<file path="src/rtl/sbr_pkg.sv">
package sbr_pkg;

  // {cs_n, ras_n, cas_n, we_n}
  typedef enum logic [3:0] {
    CMD_MODE  = 4'b0000,
    CMD_REF   = 4'b0001,
    CMD_PRE   = 4'b0010,
    CMD_ACT   = 4'b0011,
    CMD_WRITE = 4'b0100,
    CMD_READ  = 4'b0101,
    CMD_BSTOP = 4'b0110,
    CMD_NOP   = 4'b0111
  } sd_cmd_t;

  localparam logic [11:0] ADDR_ALL_BANKS = 12'h400;

  function automatic int ns_to_cyc_ceil(longint ns, longint period_ps);
    longint c;
    c = (ns * 1000 + period_ps - 1) / period_ps;
    if (c < 1) c = 1;
    return int'(c);
  endfunction

  function automatic int ns_to_cyc_floor(longint ns, longint period_ps);
    longint c;
    c = (ns * 1000) / period_ps;
    if (c < 2) c = 2;
    return int'(c);
  endfunction

  function automatic int max_of(int a, int b);
    return (a > b) ? a : b;
  endfunction

endpackage

</file>
<file path="src/rtl/sbr_refresh_timer.sv">
module sbr_refresh_timer #(
  parameter int INTERVAL_CYC = 781
) (
  input  logic clk,
  input  logic rst_n,
  input  logic enable,
  input  logic ack,
  output logic due_o
);
  localparam int CW = $clog2(INTERVAL_CYC);
  localparam logic [CW-1:0] LAST = CW'(INTERVAL_CYC - 1);

  logic [CW-1:0] tick_cnt;
  logic          wrap;

  assign wrap = enable && (tick_cnt == LAST);

  always_ff @(posedge clk or negedge rst_n) begin
    if (!rst_n) begin
      tick_cnt <= '0;
      due_o    <= 1'b0;
    end else begin
      if (enable) tick_cnt <= (tick_cnt == LAST) ? '0 : tick_cnt + 1'b1;
      if (wrap)     due_o <= 1'b1;
      else if (ack) due_o <= 1'b0;
    end
  end


  due_hold_chk: assert property (@(posedge clk) disable iff (!rst_n)
    (due_o && !ack) |=> due_o);

endmodule

</file>
<file path="src/rtl/sbr_bus_arbiter.sv">
module sbr_bus_arbiter (
  input  logic clk,
  input  logic rst_n,
  input  logic req,
  input  logic ready,
  input  logic refresh_due,
  input  logic refresh_busy,
  output logic gnt_o
);
  always_ff @(posedge clk or negedge rst_n) begin
    if (!rst_n)     gnt_o <= 1'b0;
    else if (gnt_o) gnt_o <= req;
    else            gnt_o <= req && ready && !refresh_due && !refresh_busy;
  end


  gnt_hold_chk: assert property (@(posedge clk) disable iff (!rst_n)
    (gnt_o && req) |=> gnt_o);


  gnt_busy_chk: assert property (@(posedge clk) disable iff (!rst_n)
    !(gnt_o && refresh_busy));


  gnt_ready_chk: assert property (@(posedge clk) disable iff (!rst_n)
    gnt_o |-> ready);

endmodule

</file>
<file path="src/rtl/sbr_sequencer.sv">
module sbr_sequencer import sbr_pkg::*; #(
  parameter int          PWR_CYC   = 10000,
  parameter int          TRP_CYC   = 1,
  parameter int          TRC_CYC   = 4,
  parameter int          MRD_CYC   = 3,
  parameter int          INIT_REFS = 8,
  parameter logic [11:0] MODE_WORD = 12'h022
) (
  input  logic        clk,
  input  logic        rst_n,
  input  logic        refresh_due,
  input  logic        bus_owned,
  output logic        refresh_ack,
  output logic [3:0]  cmd_o,
  output logic [11:0] addr_o,
  output logic        ready_o,
  output logic        busy_o
);
  localparam int MAX_WAIT = max_of(max_of(PWR_CYC, TRC_CYC), max_of(TRP_CYC, MRD_CYC));
  localparam int CNT_W    = $clog2(MAX_WAIT + 1);
  localparam int REF_W    = $clog2(INIT_REFS + 1);
  localparam int GAP_MAX  = max_of(max_of(TRC_CYC, TRP_CYC), MRD_CYC);
  localparam int GAP_W    = $clog2(GAP_MAX + 2);

  typedef enum logic [2:0] {
    PH_POWER, PH_INIT_REF, PH_MODE, PH_SETTLE, PH_IDLE, PH_RF_REF, PH_RF_DONE
  } phase_t;

  phase_t         phase;
  logic [CNT_W-1:0] wait_cnt;
  logic [REF_W-1:0] ref_cnt;
  sd_cmd_t        cmd_q;
  logic [11:0]    addr_q;
  logic           ready_q;
  logic           busy_q;

  assign refresh_ack = (phase == PH_RF_DONE) && (wait_cnt == '0);

  always_ff @(posedge clk or negedge rst_n) begin
    if (!rst_n) begin
      phase    <= PH_POWER;
      wait_cnt <= CNT_W'(PWR_CYC);
      ref_cnt  <= '0;
      cmd_q    <= CMD_NOP;
      addr_q   <= '0;
      ready_q  <= 1'b0;
      busy_q   <= 1'b0;
    end else begin
      cmd_q  <= CMD_NOP;
      addr_q <= '0;
      if (wait_cnt != '0) begin
        wait_cnt <= wait_cnt - 1'b1;
      end else begin
        unique case (phase)
          PH_POWER: begin
            cmd_q    <= CMD_PRE;
            addr_q   <= ADDR_ALL_BANKS;
            wait_cnt <= CNT_W'(TRP_CYC - 1);
            phase    <= PH_INIT_REF;
          end
          PH_INIT_REF: begin
            cmd_q    <= CMD_REF;
            wait_cnt <= CNT_W'(TRC_CYC - 1);
            ref_cnt  <= ref_cnt + 1'b1;
            if (ref_cnt == REF_W'(INIT_REFS - 1)) phase <= PH_MODE;
          end
          PH_MODE: begin
            cmd_q    <= CMD_MODE;
            addr_q   <= MODE_WORD;
            wait_cnt <= CNT_W'(MRD_CYC - 1);
            phase    <= PH_SETTLE;
          end
          PH_SETTLE: begin
            ready_q <= 1'b1;
            phase   <= PH_IDLE;
          end
          PH_IDLE: begin
            if (refresh_due && !bus_owned) begin
              cmd_q    <= CMD_PRE;
              addr_q   <= ADDR_ALL_BANKS;
              busy_q   <= 1'b1;
              wait_cnt <= CNT_W'(TRP_CYC - 1);
              phase    <= PH_RF_REF;
            end
          end
          PH_RF_REF: begin
            cmd_q    <= CMD_REF;
            wait_cnt <= CNT_W'(TRC_CYC - 1);
            phase    <= PH_RF_DONE;
          end
          PH_RF_DONE: begin
            busy_q <= 1'b0;
            phase  <= PH_IDLE;
          end
          default: phase <= PH_IDLE;
        endcase
      end
    end
  end

  assign cmd_o   = cmd_q;
  assign addr_o  = addr_q;
  assign ready_o = ready_q;
  assign busy_o  = busy_q;

  // Cycles since the last refresh, precharge and mode write on the pins (saturating).
  logic [GAP_W-1:0] gap_ref, gap_pre, gap_mode;
  always_ff @(posedge clk or negedge rst_n) begin
    if (!rst_n) begin
      gap_ref  <= '1;
      gap_pre  <= '1;
      gap_mode <= '1;
    end else begin
      gap_ref  <= (cmd_q == CMD_REF)  ? GAP_W'(1) : ((gap_ref  == '1) ? gap_ref  : gap_ref  + 1'b1);
      gap_pre  <= (cmd_q == CMD_PRE)  ? GAP_W'(1) : ((gap_pre  == '1) ? gap_pre  : gap_pre  + 1'b1);
      gap_mode <= (cmd_q == CMD_MODE) ? GAP_W'(1) : ((gap_mode == '1) ? gap_mode : gap_mode + 1'b1);
    end
  end


  ref_gap_chk: assert property (@(posedge clk) disable iff (!rst_n)
    (cmd_q != CMD_NOP) |-> (gap_ref >= GAP_W'(TRC_CYC)));


  pre_gap_chk: assert property (@(posedge clk) disable iff (!rst_n)
    (cmd_q != CMD_NOP) |-> (gap_pre >= GAP_W'(TRP_CYC)));


  mode_bits_chk: assert property (@(posedge clk) disable iff (!rst_n)
    (cmd_q == CMD_MODE) |-> (addr_q[11:7] == 5'b0));


  ready_gap_chk: assert property (@(posedge clk) disable iff (!rst_n)
    $rose(ready_q) |-> (gap_mode == GAP_W'(MRD_CYC)));


  ready_stay_chk: assert property (@(posedge clk) disable iff (!rst_n)
    ready_q |=> ready_q);


  busy_ref_chk: assert property (@(posedge clk) disable iff (!rst_n)
    (cmd_q == CMD_REF && ready_q) |-> busy_q);

endmodule

</file>
<file path="src/rtl/sdram_boot_refresh.sv">
module sdram_boot_refresh import sbr_pkg::*; #(
  parameter int         CLK_PERIOD_PS   = 20000,
  parameter int         POWERUP_NS      = 200000,
  parameter int         TRP_NS          = 20,
  parameter int         TRC_NS          = 70,
  parameter int         MRD_CYC         = 3,
  parameter int         INIT_REFS       = 8,
  parameter int         REF_INTERVAL_NS = 15625,
  parameter logic [2:0] CAS_LAT         = 3'd2,
  parameter logic       BURST_TYPE      = 1'b0,
  parameter logic [2:0] BURST_LEN       = 3'd2
) (
  input  logic        clk,
  input  logic        rst_n,
  input  logic        bus_req,
  output logic        bus_gnt,
  output logic        sd_cs_n,
  output logic        sd_ras_n,
  output logic        sd_cas_n,
  output logic        sd_we_n,
  output logic [11:0] sd_addr,
  output logic        sd_cke,
  output logic        init_done,
  output logic        refresh_busy
);
  localparam int PWR_CYC = ns_to_cyc_ceil(POWERUP_NS, CLK_PERIOD_PS);
  localparam int TRP_CYC = ns_to_cyc_ceil(TRP_NS, CLK_PERIOD_PS);
  localparam int TRC_CYC = ns_to_cyc_ceil(TRC_NS, CLK_PERIOD_PS);
  localparam int REF_CYC = ns_to_cyc_floor(REF_INTERVAL_NS, CLK_PERIOD_PS);
  localparam logic [11:0] MODE_WORD = {5'b0, CAS_LAT, BURST_TYPE, BURST_LEN};

  logic       due, ack;
  logic [3:0] cmd;

  sbr_refresh_timer #(.INTERVAL_CYC(REF_CYC)) timer_i (
    .clk(clk), .rst_n(rst_n), .enable(init_done), .ack(ack), .due_o(due)
  );

  sbr_bus_arbiter arb_i (
    .clk(clk), .rst_n(rst_n), .req(bus_req), .ready(init_done),
    .refresh_due(due), .refresh_busy(refresh_busy), .gnt_o(bus_gnt)
  );

  sbr_sequencer #(
    .PWR_CYC(PWR_CYC), .TRP_CYC(TRP_CYC), .TRC_CYC(TRC_CYC),
    .MRD_CYC(MRD_CYC), .INIT_REFS(INIT_REFS), .MODE_WORD(MODE_WORD)
  ) seq_i (
    .clk(clk), .rst_n(rst_n), .refresh_due(due), .bus_owned(bus_gnt),
    .refresh_ack(ack), .cmd_o(cmd), .addr_o(sd_addr),
    .ready_o(init_done), .busy_o(refresh_busy)
  );

  assign {sd_cs_n, sd_ras_n, sd_cas_n, sd_we_n} = cmd;
  assign sd_cke = 1'b1;


  no_pre_while_gnt_chk: assert property (@(posedge clk) disable iff (!rst_n)
    (bus_gnt && init_done) |-> (cmd == CMD_NOP));

endmodule

</file>
<file path="config.mk">
export PLATFORM = sky130hd
export DESIGN_NAME = sdram_boot_refresh
export DESIGN_NICKNAME = d
export VERILOG_FILES = /design/src/rtl/sbr_pkg.sv /design/src/rtl/sbr_refresh_timer.sv /design/src/rtl/sbr_bus_arbiter.sv /design/src/rtl/sbr_sequencer.sv /design/src/rtl/sdram_boot_refresh.sv
export SDC_FILE = /design/constraint.sdc
export NUM_CORES = 1
export LEC_CHECK = 0
export ABC_AREA = 1
export BUFFER_PORTS_ARGS = -buffer_cell sky130_fd_sc_hd__buf_2
export CAP_MARGIN = 20
export CELL_PAD_IN_SITES_DETAIL_PLACEMENT = 1
export CELL_PAD_IN_SITES_GLOBAL_PLACEMENT = 1
export CORE_UTILIZATION = 25
export CTS_CLUSTER_DIAMETER = 60
export DETAILED_ROUTE_END_ITERATION = 7
export GPL_TIMING_DRIVEN = 1
export PLACE_DENSITY_LB_ADDON = 0.1
export SYNTH_ARGS = -nofsm -noshare
export SYNTH_HDL_FRONTEND = slang
export SYNTH_SLANG_ARGS = --single-unit
</file>
<file path="constraint.sdc">
create_clock -name clk -period 1.49 [get_ports clk]
set_input_delay 0.0745 -clock clk [delete_from_list [all_inputs] [get_ports clk]]
set_output_delay 0.0745 -clock clk [all_outputs]
set_load 0.05 [all_outputs]
</file>
==> run_summary.xml, run 1 <==
<?xml version="1.0" encoding="UTF-8"?>
<metrics>
  <group name="worst_setup_path">
    <metric name="critical_path.max_fanout" unit="">5</metric>
    <metric name="cp_top_delay_family" unit="">simple AND/OR/NAND/NOR gates</metric>
    <metric name="setup.worst_path.start" unit="">seq_i.wait_cnt[0]$_DFFE_PN0P_</metric>
    <metric name="crit_path_max_incr_delay" unit="ns">0.40</metric>
    <metric name="cp-end-kind" unit="">flop</metric>
    <metric name="regToRegStartpoint" unit="">seq_i.wait_cnt[0]$_DFFE_PN0P_</metric>
    <metric name="worst-path-buf-inv" unit="">2</metric>
    <metric name="worst-endpoint-arrival" unit="ns">1.64</metric>
    <metric name="path_cells" unit="">inv_2 &gt; ha_4 &gt; buf_4 &gt; nand2_2 &gt; nor2_2 &gt; nand2_4 &gt; nor2_4 &gt; xor2_1</metric>
    <metric name="flop_to_flop_setup_slack" unit="ns">0.07</metric>
    <metric name="critPathRequiredTime" unit="ns">1.71</metric>
    <metric name="type_of_the_worst_setup_path" unit="">reg2reg</metric>
    <metric name="timing.critical_path.slowest_stage_cell" unit="">sky130_fd_sc_hd__dfrtp_1</metric>
    <metric name="start_kind" unit="">flop</metric>
  </group>
  <group name="floorplan">
    <metric name="fp.dieW" unit="um">95.64</metric>
    <metric name="row_count" unit="">33</metric>
    <metric name="die_h" unit="um">95.64</metric>
    <metric name="initial_core_util" unit="%">26.28</metric>
    <metric name="core_region_area" unit="mm^2">0.008341</metric>
    <metric name="num_io_pins" unit="">23</metric>
    <metric name="die-area" unit="mm^2">0.009147</metric>
  </group>
  <group name="global_routing">
    <metric name="grt_max_degree" unit="">24</metric>
    <metric name="number_of_global_route_vias_before_repair" unit="">1788</metric>
    <metric name="grt_remaining_overflow" unit="">0</metric>
    <metric name="antenna_found_initial" unit="">0</metric>
    <metric name="groute.usage.overall" unit="%">12.57</metric>
    <metric name="grt_first_pass_wirelength" unit="um">8687</metric>
  </group>
  <group name="pwr">
    <metric name="vdd_drop_max" unit="mV">0.2860</metric>
    <metric name="power" unit="mW">2.102</metric>
    <metric name="p_per_area" unit="mW/mm^2">782.3</metric>
    <metric name="p_leak" unit="nW">1.490</metric>
  </group>
  <group name="sta">
    <metric name="rsz0062_at_grt" unit="">true</metric>
    <metric name="achievable-frequency" unit="GHz">0.7031</metric>
    <metric name="skew" unit="ns">0.007418</metric>
    <metric name="finalWorstPathRequiredPeriod" unit="ns">1.422</metric>
    <metric name="finalCritPeriodShare" unit="%">95.46</metric>
    <metric name="finalSetupViolations" unit="">0</metric>
    <metric name="setup_total_negative_slack" unit="ns">0</metric>
    <metric name="hold_viol" unit="">0</metric>
    <metric name="drv_slew" unit="">0</metric>
    <metric name="timing.final.ws_setup" unit="ns">0.06765</metric>
  </group>
  <group name="worst_hold_path">
    <metric name="min_from" unit="">bus_req</metric>
    <metric name="min-delay-path-class" unit="">in2reg</metric>
  </group>
  <group name="detailed_routing">
    <metric name="drt-pass1-iter-count" unit="">4</metric>
    <metric name="route.detailed.drc" unit="">0</metric>
    <metric name="vias_per_cell" unit="">4.206</metric>
    <metric name="routed_wirelength" unit="um">5067</metric>
    <metric name="detailedRoute.firstIterationViolations" unit="">30</metric>
    <metric name="route.detailed.wl_per_inst" unit="um">12.45</metric>
    <metric name="antenna_left" unit="">0</metric>
    <metric name="route.vias.total" unit="">1712</metric>
  </group>
  <group name="synth">
    <metric name="netlist_area_before_placement" unit="mm^2">0.002192</metric>
    <metric name="asyncSetResetFlopFracSynth" unit="%">100.0</metric>
    <metric name="synth_top_family_by_area" unit="">simple AND/OR/NAND/NOR gates</metric>
    <metric name="ys_seq_area_share" unit="%">46.12</metric>
    <metric name="syn_avg_cell_area" unit="um^2">8.303</metric>
    <metric name="post_synth_mux_area_share" unit="%">0</metric>
    <metric name="synthFlopType" unit="">sky130_fd_sc_hd__dfrtp_1</metric>
    <metric name="synth_cells" unit="">264</metric>
    <metric name="number_of_enable_type_register_cells_in_the_synthesized_netlist" unit="">0</metric>
    <metric name="synth-adder-area-share" unit="%">2.854</metric>
    <metric name="synth.yosys.warnings" unit="">0</metric>
    <metric name="yosys_register_bits" unit="">40</metric>
    <metric name="post_synth_and_or_nand_nor_area_fraction" unit="%">29.05</metric>
    <metric name="synth_area_in_compound_gates" unit="%">4.110</metric>
    <metric name="yosys.area_share.xor_xnor" unit="%">7.192</metric>
    <metric name="yosys.cell_types.count" unit="">32</metric>
  </group>
  <group name="clocking">
    <metric name="tritoncts.num_buffers" unit="">5</metric>
    <metric name="cts_num_sinks" unit="">40</metric>
    <metric name="clockRootBuffer" unit="">sky130_fd_sc_hd__clkbuf_8</metric>
    <metric name="cts-htree-levels" unit="">2</metric>
    <metric name="insertion_delay" unit="ns">0.30</metric>
    <metric name="clock_path_buffers" unit="">2</metric>
    <metric name="cts.clk_slew.worst_paths" unit="ns">0.08</metric>
    <metric name="tritoncts_clock_tree" unit="">yes</metric>
  </group>
  <group name="placed_design">
    <metric name="routabilityCongestion" unit="">0.6698</metric>
    <metric name="detailed_place_hpwl" unit="um">3774</metric>
    <metric name="place_worst_setup_slack" unit="ns">-0.05430</metric>
    <metric name="io_buffers" unit="">11</metric>
  </group>
  <group name="finish">
    <metric name="area_delta_synth_final" unit="%">22.60</metric>
    <metric name="fraction_of_final_layout_cells_with_drive_strength_greater_than_1" unit="%">26.16</metric>
    <metric name="final.fill_count" unit="">1016</metric>
    <metric name="antenna-diode-count" unit="">0</metric>
    <metric name="finalNetCount" unit="">309</metric>
    <metric name="postLayoutCoreUtil" unit="%">32.22</metric>
  </group>
  <group name="status">
    <metric name="run_status" unit="">finished clean</metric>
  </group>
  <group name="run">
    <metric name="cap_viol_max_count" unit="">0</metric>
  </group>
</metrics>
[worst register-to-register path: cells and delay by family, from the launching register on]
family | cells | cell delay (ns)
xor gates and xnor gates | 1 | 0.15
DFF | 1 | 0.40
and+or+nand+nor | 4 | 0.46
adders and majority gates | 1 | 0.15
buffers and inverters | 2 | 0.20
[stage by stage]
stage          hold WS (ns)  cells  area [um^2]
2_1_floorplan       -0.2211    273         2226
3_3_place_gp        0.05122    393         2466
3_5_place_dp        0.06061    393         2466
4_1_cts            0.007598    404         2603
5_1_grt          0.00009284    407         2688
6_report            0.02020    407         2688
[path summary, 6_finish.rpt]
check	end	cells after the start
setup / recovery	seq_i.ref_cnt[0]$_DFFE_PN0P_	8
hold / removal	arb_i.gnt_o$_DFF_PN0_	2
setup reg to reg	seq_i.ref_cnt[0]$_DFFE_PN0P_	8
hold reg to reg	seq_i.busy_o$_DFFE_PN0P_	2
max in group asynchronous	seq_i.wait_cnt[10]$_DFFE_PN1P_	3
min in group asynchronous	timer_i.tick_cnt[2]$_DFFE_PN0P_	2
[synthesized netlist by cell type (3+ instances only)]
cell type,n,area [um^2]
sky130_fd_sc_hd__inv_1,30,112.6
sky130_fd_sc_hd__nor2_1,41,153.9
sky130_fd_sc_hd__nand2_1,56,210.2
sky130_fd_sc_hd__xor2_1,14,122.6
sky130_fd_sc_hd__nor2_2,3,18.77
sky130_fd_sc_hd__xnor2_1,4,35.03
sky130_fd_sc_hd__nand3_1,18,90.09
sky130_fd_sc_hd__ha_1,5,62.56
sky130_fd_sc_hd__o21ai_0,12,60.06
sky130_fd_sc_hd__nor2_4,3,33.78
sky130_fd_sc_hd__nor3_1,3,15.01
sky130_fd_sc_hd__dfrtp_1,32,800.8
sky130_fd_sc_hd__dfstp_2,8,210.2
sky130_fd_sc_hd__buf_4,12,90.09
[registers in the layout (all words and copies together), names as in the netlist]
name and cells:
arb_i.gnt_o 1, seq_i.addr_o 2, seq_i.busy_o 1, seq_i.cmd_o 3
seq_i.phase 3, seq_i.ready_o 1, seq_i.ref_cnt 4, seq_i.wait_cnt 14
timer_i.due_o 1, timer_i.tick_cnt 10
[per-layer routing]
layer,track usage [%],share of wire [%],vias up
met4,3.731,0.93,0
met2,20.00,48,12
met3,2.871,1.8,4
met5,0,0,-
li1,-,-,868
met1,16.94,49,828
[cell type report]
type                    count  area [um^2]  area share [%]
repair buffers             35        262.8           9.777
clock buffers               5        68.82           2.561
multi-input cells         187         1049           39.01
clock inverters             3        42.54           1.583
inverters                  32        122.6           4.562
flip-flops and latches     40         1011           37.62
well taps                 105        131.4           4.888
[repair_timing]
item,4_1_cts,5_1_grt
setup buffers,2,3
gates cloned,0,0
pin swaps,1,9
gates resized for setup,0,20
hold endpoints to repair,14,0
setup endpoints to repair,6,30
hold buffers,1,0
[power by group]
group / total [mW] / internal, mW / switching [mW]
clock network: 0.914 / 0.496 / 0.417
registers: 1.09 / 1.09 / 0.000564
logic: 0.101 / 0.0106 / 0.0907
[cells in the final DEF, fill, tap and decap left out, types with 2 or more instances in the layout]
master,instances
sky130_fd_sc_hd__nand2_2,6
sky130_fd_sc_hd__inv_2,4
sky130_fd_sc_hd__buf_12,2
sky130_fd_sc_hd__nor2_1,38
sky130_fd_sc_hd__nand3_1,17
sky130_fd_sc_hd__dfstp_2,8
sky130_fd_sc_hd__conb_1,11
sky130_fd_sc_hd__xnor2_1,4
sky130_fd_sc_hd__inv_1,27
sky130_fd_sc_hd__ha_1,4
sky130_fd_sc_hd__clkbuf_8,5
sky130_fd_sc_hd__xor2_1,14
sky130_fd_sc_hd__nand2_4,2
sky130_fd_sc_hd__buf_2,11
sky130_fd_sc_hd__o21ai_1,2
sky130_fd_sc_hd__buf_4,21
sky130_fd_sc_hd__a21oi_1,2
sky130_fd_sc_hd__nand4_1,2
sky130_fd_sc_hd__o21ai_0,11
sky130_fd_sc_hd__nor3_1,2
sky130_fd_sc_hd__nand2_1,51
sky130_fd_sc_hd__dfrtp_1,32
sky130_fd_sc_hd__nor2_4,4
sky130_fd_sc_hd__nor2_2,5
[cell families after synthesis]
logic type	Yosys count
simple gates	136
buf+inv	46
flops	40
xor+xnor	18
compound gates	17
fa+ha+maj	5
other cells	2
(Power assumes the default switching activity.)
==> run 2, diff against run 1 <==
--- a/config.mk
+++ b/config.mk
@@ -11,9 +11,11 @@
 export CELL_PAD_IN_SITES_DETAIL_PLACEMENT = 1
 export CELL_PAD_IN_SITES_GLOBAL_PLACEMENT = 1
 export CORE_UTILIZATION = 25
+export CTS_BUF_LIST = sky130_fd_sc_hd__clkbuf_2 sky130_fd_sc_hd__clkbuf_4 sky130_fd_sc_hd__clkbuf_8
 export CTS_CLUSTER_DIAMETER = 60
 export DETAILED_ROUTE_END_ITERATION = 7
 export GPL_TIMING_DRIVEN = 1
+export MAX_ROUTING_LAYER = met4
 export PLACE_DENSITY_LB_ADDON = 0.1
 export SYNTH_ARGS = -nofsm -noshare
 export SYNTH_HDL_FRONTEND = slang
==> constraint.sdc (replaced) <==
create_clock -name clk -period 1.49 [get_ports clk]
set_input_delay 0.298 -clock clk [delete_from_list [all_inputs] [get_ports clk]]
set_output_delay 0.298 -clock clk [all_outputs]
set_load 0.05 [all_outputs]
==> run 2 against run 1 <==
Compared with the run above: clock skew rose by 0.0057 ns; utilization grew 0.060 points; total power rose by 8.6%; worst setup slack gained 0.012 ns; global-route usage grew 0.23 points; die area is the same; critical path depth down 1; sequential power is essentially flat; sequential share of layout area decreased by 0.070 points.
==> run_summary.xml, run 2 (same netlist as run 1, synthesis figures left out) <==
<?xml version="1.0" encoding="UTF-8"?>
<metrics>
  <group name="floorplan">
    <metric name="die-area" unit="mm^2">0.009147</metric>
    <metric name="die_h" unit="um">95.64</metric>
    <metric name="row_count" unit="">33</metric>
    <metric name="num_io_pins" unit="">23</metric>
    <metric name="fp.dieW" unit="um">95.64</metric>
    <metric name="initial_core_util" unit="%">26.28</metric>
    <metric name="core_region_area" unit="mm^2">0.008341</metric>
  </group>
  <group name="sta">
    <metric name="hold_viol" unit="">0</metric>
    <metric name="skew" unit="ns">0.01307</metric>
    <metric name="finalSetupViolations" unit="">0</metric>
    <metric name="finalCritPeriodShare" unit="%">94.64</metric>
    <metric name="finalWorstPathRequiredPeriod" unit="ns">1.410</metric>
    <metric name="achievable-frequency" unit="GHz">0.7092</metric>
    <metric name="drv_slew" unit="">0</metric>
    <metric name="rsz0062_at_grt" unit="">true</metric>
  </group>
  <group name="pwr">
    <metric name="p_leak" unit="nW">1.499</metric>
    <metric name="p_per_area" unit="mW/mm^2">848.3</metric>
    <metric name="power" unit="mW">2.284</metric>
    <metric name="vdd_drop_max" unit="mV">0.3901</metric>
  </group>
  <group name="finish">
    <metric name="number_of_flip_flops_in_the_largest_register" unit="">14</metric>
    <metric name="fraction_of_final_layout_cells_with_drive_strength_greater_than_1" unit="%">25.58</metric>
    <metric name="postLayoutCoreUtil" unit="%">32.28</metric>
    <metric name="design_area" unit="mm^2">0.002693</metric>
    <metric name="final.fill_count" unit="">1018</metric>
    <metric name="top_register" unit="">seq_i.wait_cnt</metric>
    <metric name="regs_by_ff_count" unit="">seq_i.wait_cnt: 14 flops, timer_i.tick_cnt: 10 flops, seq_i.ref_cnt: 4 flops</metric>
    <metric name="finalNetCount" unit="">308</metric>
    <metric name="leading_cell_type_in_the_layout_fill_and_taps_excluded" unit="">sky130_fd_sc_hd__nand2_1</metric>
    <metric name="antenna-diode-count" unit="">0</metric>
    <metric name="layout.cells.most_common_list" unit="">52 x sky130_fd_sc_hd__nand2_1, 38 x sky130_fd_sc_hd__nor2_1, 32 x sky130_fd_sc_hd__dfrtp_1</metric>
    <metric name="area_delta_synth_final" unit="%">22.83</metric>
  </group>
  <group name="worst_setup_path">
    <metric name="regToRegStartpoint" unit="">seq_i.wait_cnt[1]$_DFFE_PN0P_</metric>
    <metric name="start_kind" unit="">flop</metric>
    <metric name="type_of_the_worst_setup_path" unit="">reg2reg</metric>
    <metric name="r2r_end" unit="">seq_i.addr_o[10]$_DFF_PN0_</metric>
    <metric name="r2r_cells" unit="">7</metric>
    <metric name="critPathRequiredTime" unit="ns">1.68</metric>
    <metric name="worstSetupEndpoint" unit="">seq_i.addr_o[10]$_DFF_PN0_</metric>
    <metric name="worst-endpoint-arrival" unit="ns">1.60</metric>
    <metric name="setup.worst_path.start" unit="">seq_i.wait_cnt[1]$_DFFE_PN0P_</metric>
    <metric name="flop_to_flop_setup_slack" unit="ns">0.08</metric>
    <metric name="cp-end-kind" unit="">flop</metric>
    <metric name="critical_path.max_fanout" unit="">4</metric>
  </group>
  <group name="global_routing">
    <metric name="groute.usage.overall" unit="%">12.80</metric>
    <metric name="grt_remaining_overflow" unit="">0</metric>
    <metric name="gr-max-usage-layer" unit="">met2</metric>
    <metric name="met1_usage" unit="%">15.79</metric>
    <metric name="grt_max_degree" unit="">41</metric>
    <metric name="use_met3" unit="%">2.632</metric>
    <metric name="antenna_found_initial" unit="">0</metric>
    <metric name="use_met2" unit="%">20.89</metric>
    <metric name="number_of_global_route_vias_before_repair" unit="">1814</metric>
    <metric name="grt_first_pass_wirelength" unit="um">8625</metric>
  </group>
  <group name="clocking">
    <metric name="clockRootBuffer" unit="">sky130_fd_sc_hd__clkbuf_8</metric>
    <metric name="tritoncts_clock_tree" unit="">yes</metric>
    <metric name="clock_path_buffers" unit="">2</metric>
    <metric name="cts-htree-levels" unit="">2</metric>
    <metric name="cts_num_sinks" unit="">40</metric>
    <metric name="insertion_delay" unit="ns">0.30</metric>
    <metric name="cts.clk_slew.worst_paths" unit="ns">0.08</metric>
    <metric name="tritoncts.num_buffers" unit="">5</metric>
  </group>
  <group name="detailed_routing">
    <metric name="routed_wirelength" unit="um">4967</metric>
    <metric name="vias_per_cell" unit="">4.150</metric>
    <metric name="drt-pass1-iter-count" unit="">4</metric>
    <metric name="route.vias.total" unit="">1685</metric>
    <metric name="detailedRoute.firstIterationViolations" unit="">29</metric>
    <metric name="route.detailed.wl_per_inst" unit="um">12.23</metric>
    <metric name="antenna_left" unit="">0</metric>
    <metric name="route.detailed.drc" unit="">0</metric>
  </group>
  <group name="placed_design">
    <metric name="routabilityCongestion" unit="">0.6961</metric>
    <metric name="detailed_place_hpwl" unit="um">3653</metric>
    <metric name="io_buffers" unit="">11</metric>
    <metric name="dpl-instance-area" unit="mm^2">0.002474</metric>
  </group>
  <group name="worst_hold_path">
    <metric name="min-delay-path-class" unit="">in2reg</metric>
  </group>
  <group name="status">
    <metric name="run_status" unit="">finished clean</metric>
  </group>
  <group name="run">
    <metric name="cap_viol_max_count" unit="">0</metric>
  </group>
</metrics>
## run 2: cell types whose count changed in the layout (fill, tap and decap cells not counted), sizes merged
cell | before | now
clkinv | 1 | 0
clkbuf | 5 | 6
buf | 34 | 33
bufinv | 1 | 2
clkinvlp | 1 | 0
## run 2: through the flow
stage	std cells	setup TNS (ns)	setup WS (ns)	hold WS [ns]
after floorplan	273	0	0.01078	0.002409
after global placement	394	-0.01854	-0.009433	0.2952
after detailed placement	394	-0.2098	-0.05715	0.2961
after CTS	405	0	0.009555	0.2408
after global routing	406	-0.1169	-0.03299	0.2689
final	406	0	0.07992	0.2541
## run 2: power by group
| part | switching [mW] | internal (mW) |
|---|---|---|
| sequential | 0.000691 | 1.09 |
| clock | 0.407 | 0.689 |
| combinational | 0.0903 | 0.0110 |
## run 2: final cells by class
class	count	area (um^2)	share of cell area [%]
clock buffers	6	76.32	2.835
clock inverters	2	60.06	2.230
inverters	32	122.6	4.554
multi-input cells	187	1033	38.38
flip-flops and latches	40	1011	37.55
well taps	105	131.4	4.879
repair buffers	34	257.7	9.572
## run 2: how the worst min path moves through the flow
stage,cells past startpoint,slack (ns),endpoint,start
final,2,0.25,arb_i.gnt_o$_DFF_PN0_,bus_req
after global routing,2,0.27,arb_i.gnt_o$_DFF_PN0_,bus_req
after detailed placement,2,0.30,timer_i.tick_cnt[9]$_DFFE_PN0P_,rst_n
after CTS,2,0.24,arb_i.gnt_o$_DFF_PN0_,bus_req
after global placement,2,0.30,timer_i.tick_cnt[9]$_DFFE_PN0P_,rst_n
after floorplan,0,0.002,arb_i.gnt_o$_DFF_PN0_,rst_n
## run 2: repair_timing
action / CTS / global route
resized for setup: 1 / 17
hold buffers: 1 / 0
endpoints found under the setup margin: 7 / 33
hold endpoints to repair: 32 / 0
setup buffers: 2 / 1
pin swaps: 1 / 9
## run 2: worst max-delay path, stage by stage, from the launching register on
cell and delay (ns):
sky130_fd_sc_hd__dfrtp_1 0.39, sky130_fd_sc_hd__inv_2 0.08, sky130_fd_sc_hd__ha_4 0.14, sky130_fd_sc_hd__nand3_2 0.10
sky130_fd_sc_hd__nor2_4 0.15, sky130_fd_sc_hd__nand2_4 0.10, sky130_fd_sc_hd__buf_4 0.15, sky130_fd_sc_hd__a211oi_1 0.20
## run 2: metal layers
layer	routed length, um	part of all wire [%]
met5	0	0
met4	72	1.4
met3	97	2.0
met2	2357	47
met1	2440	49
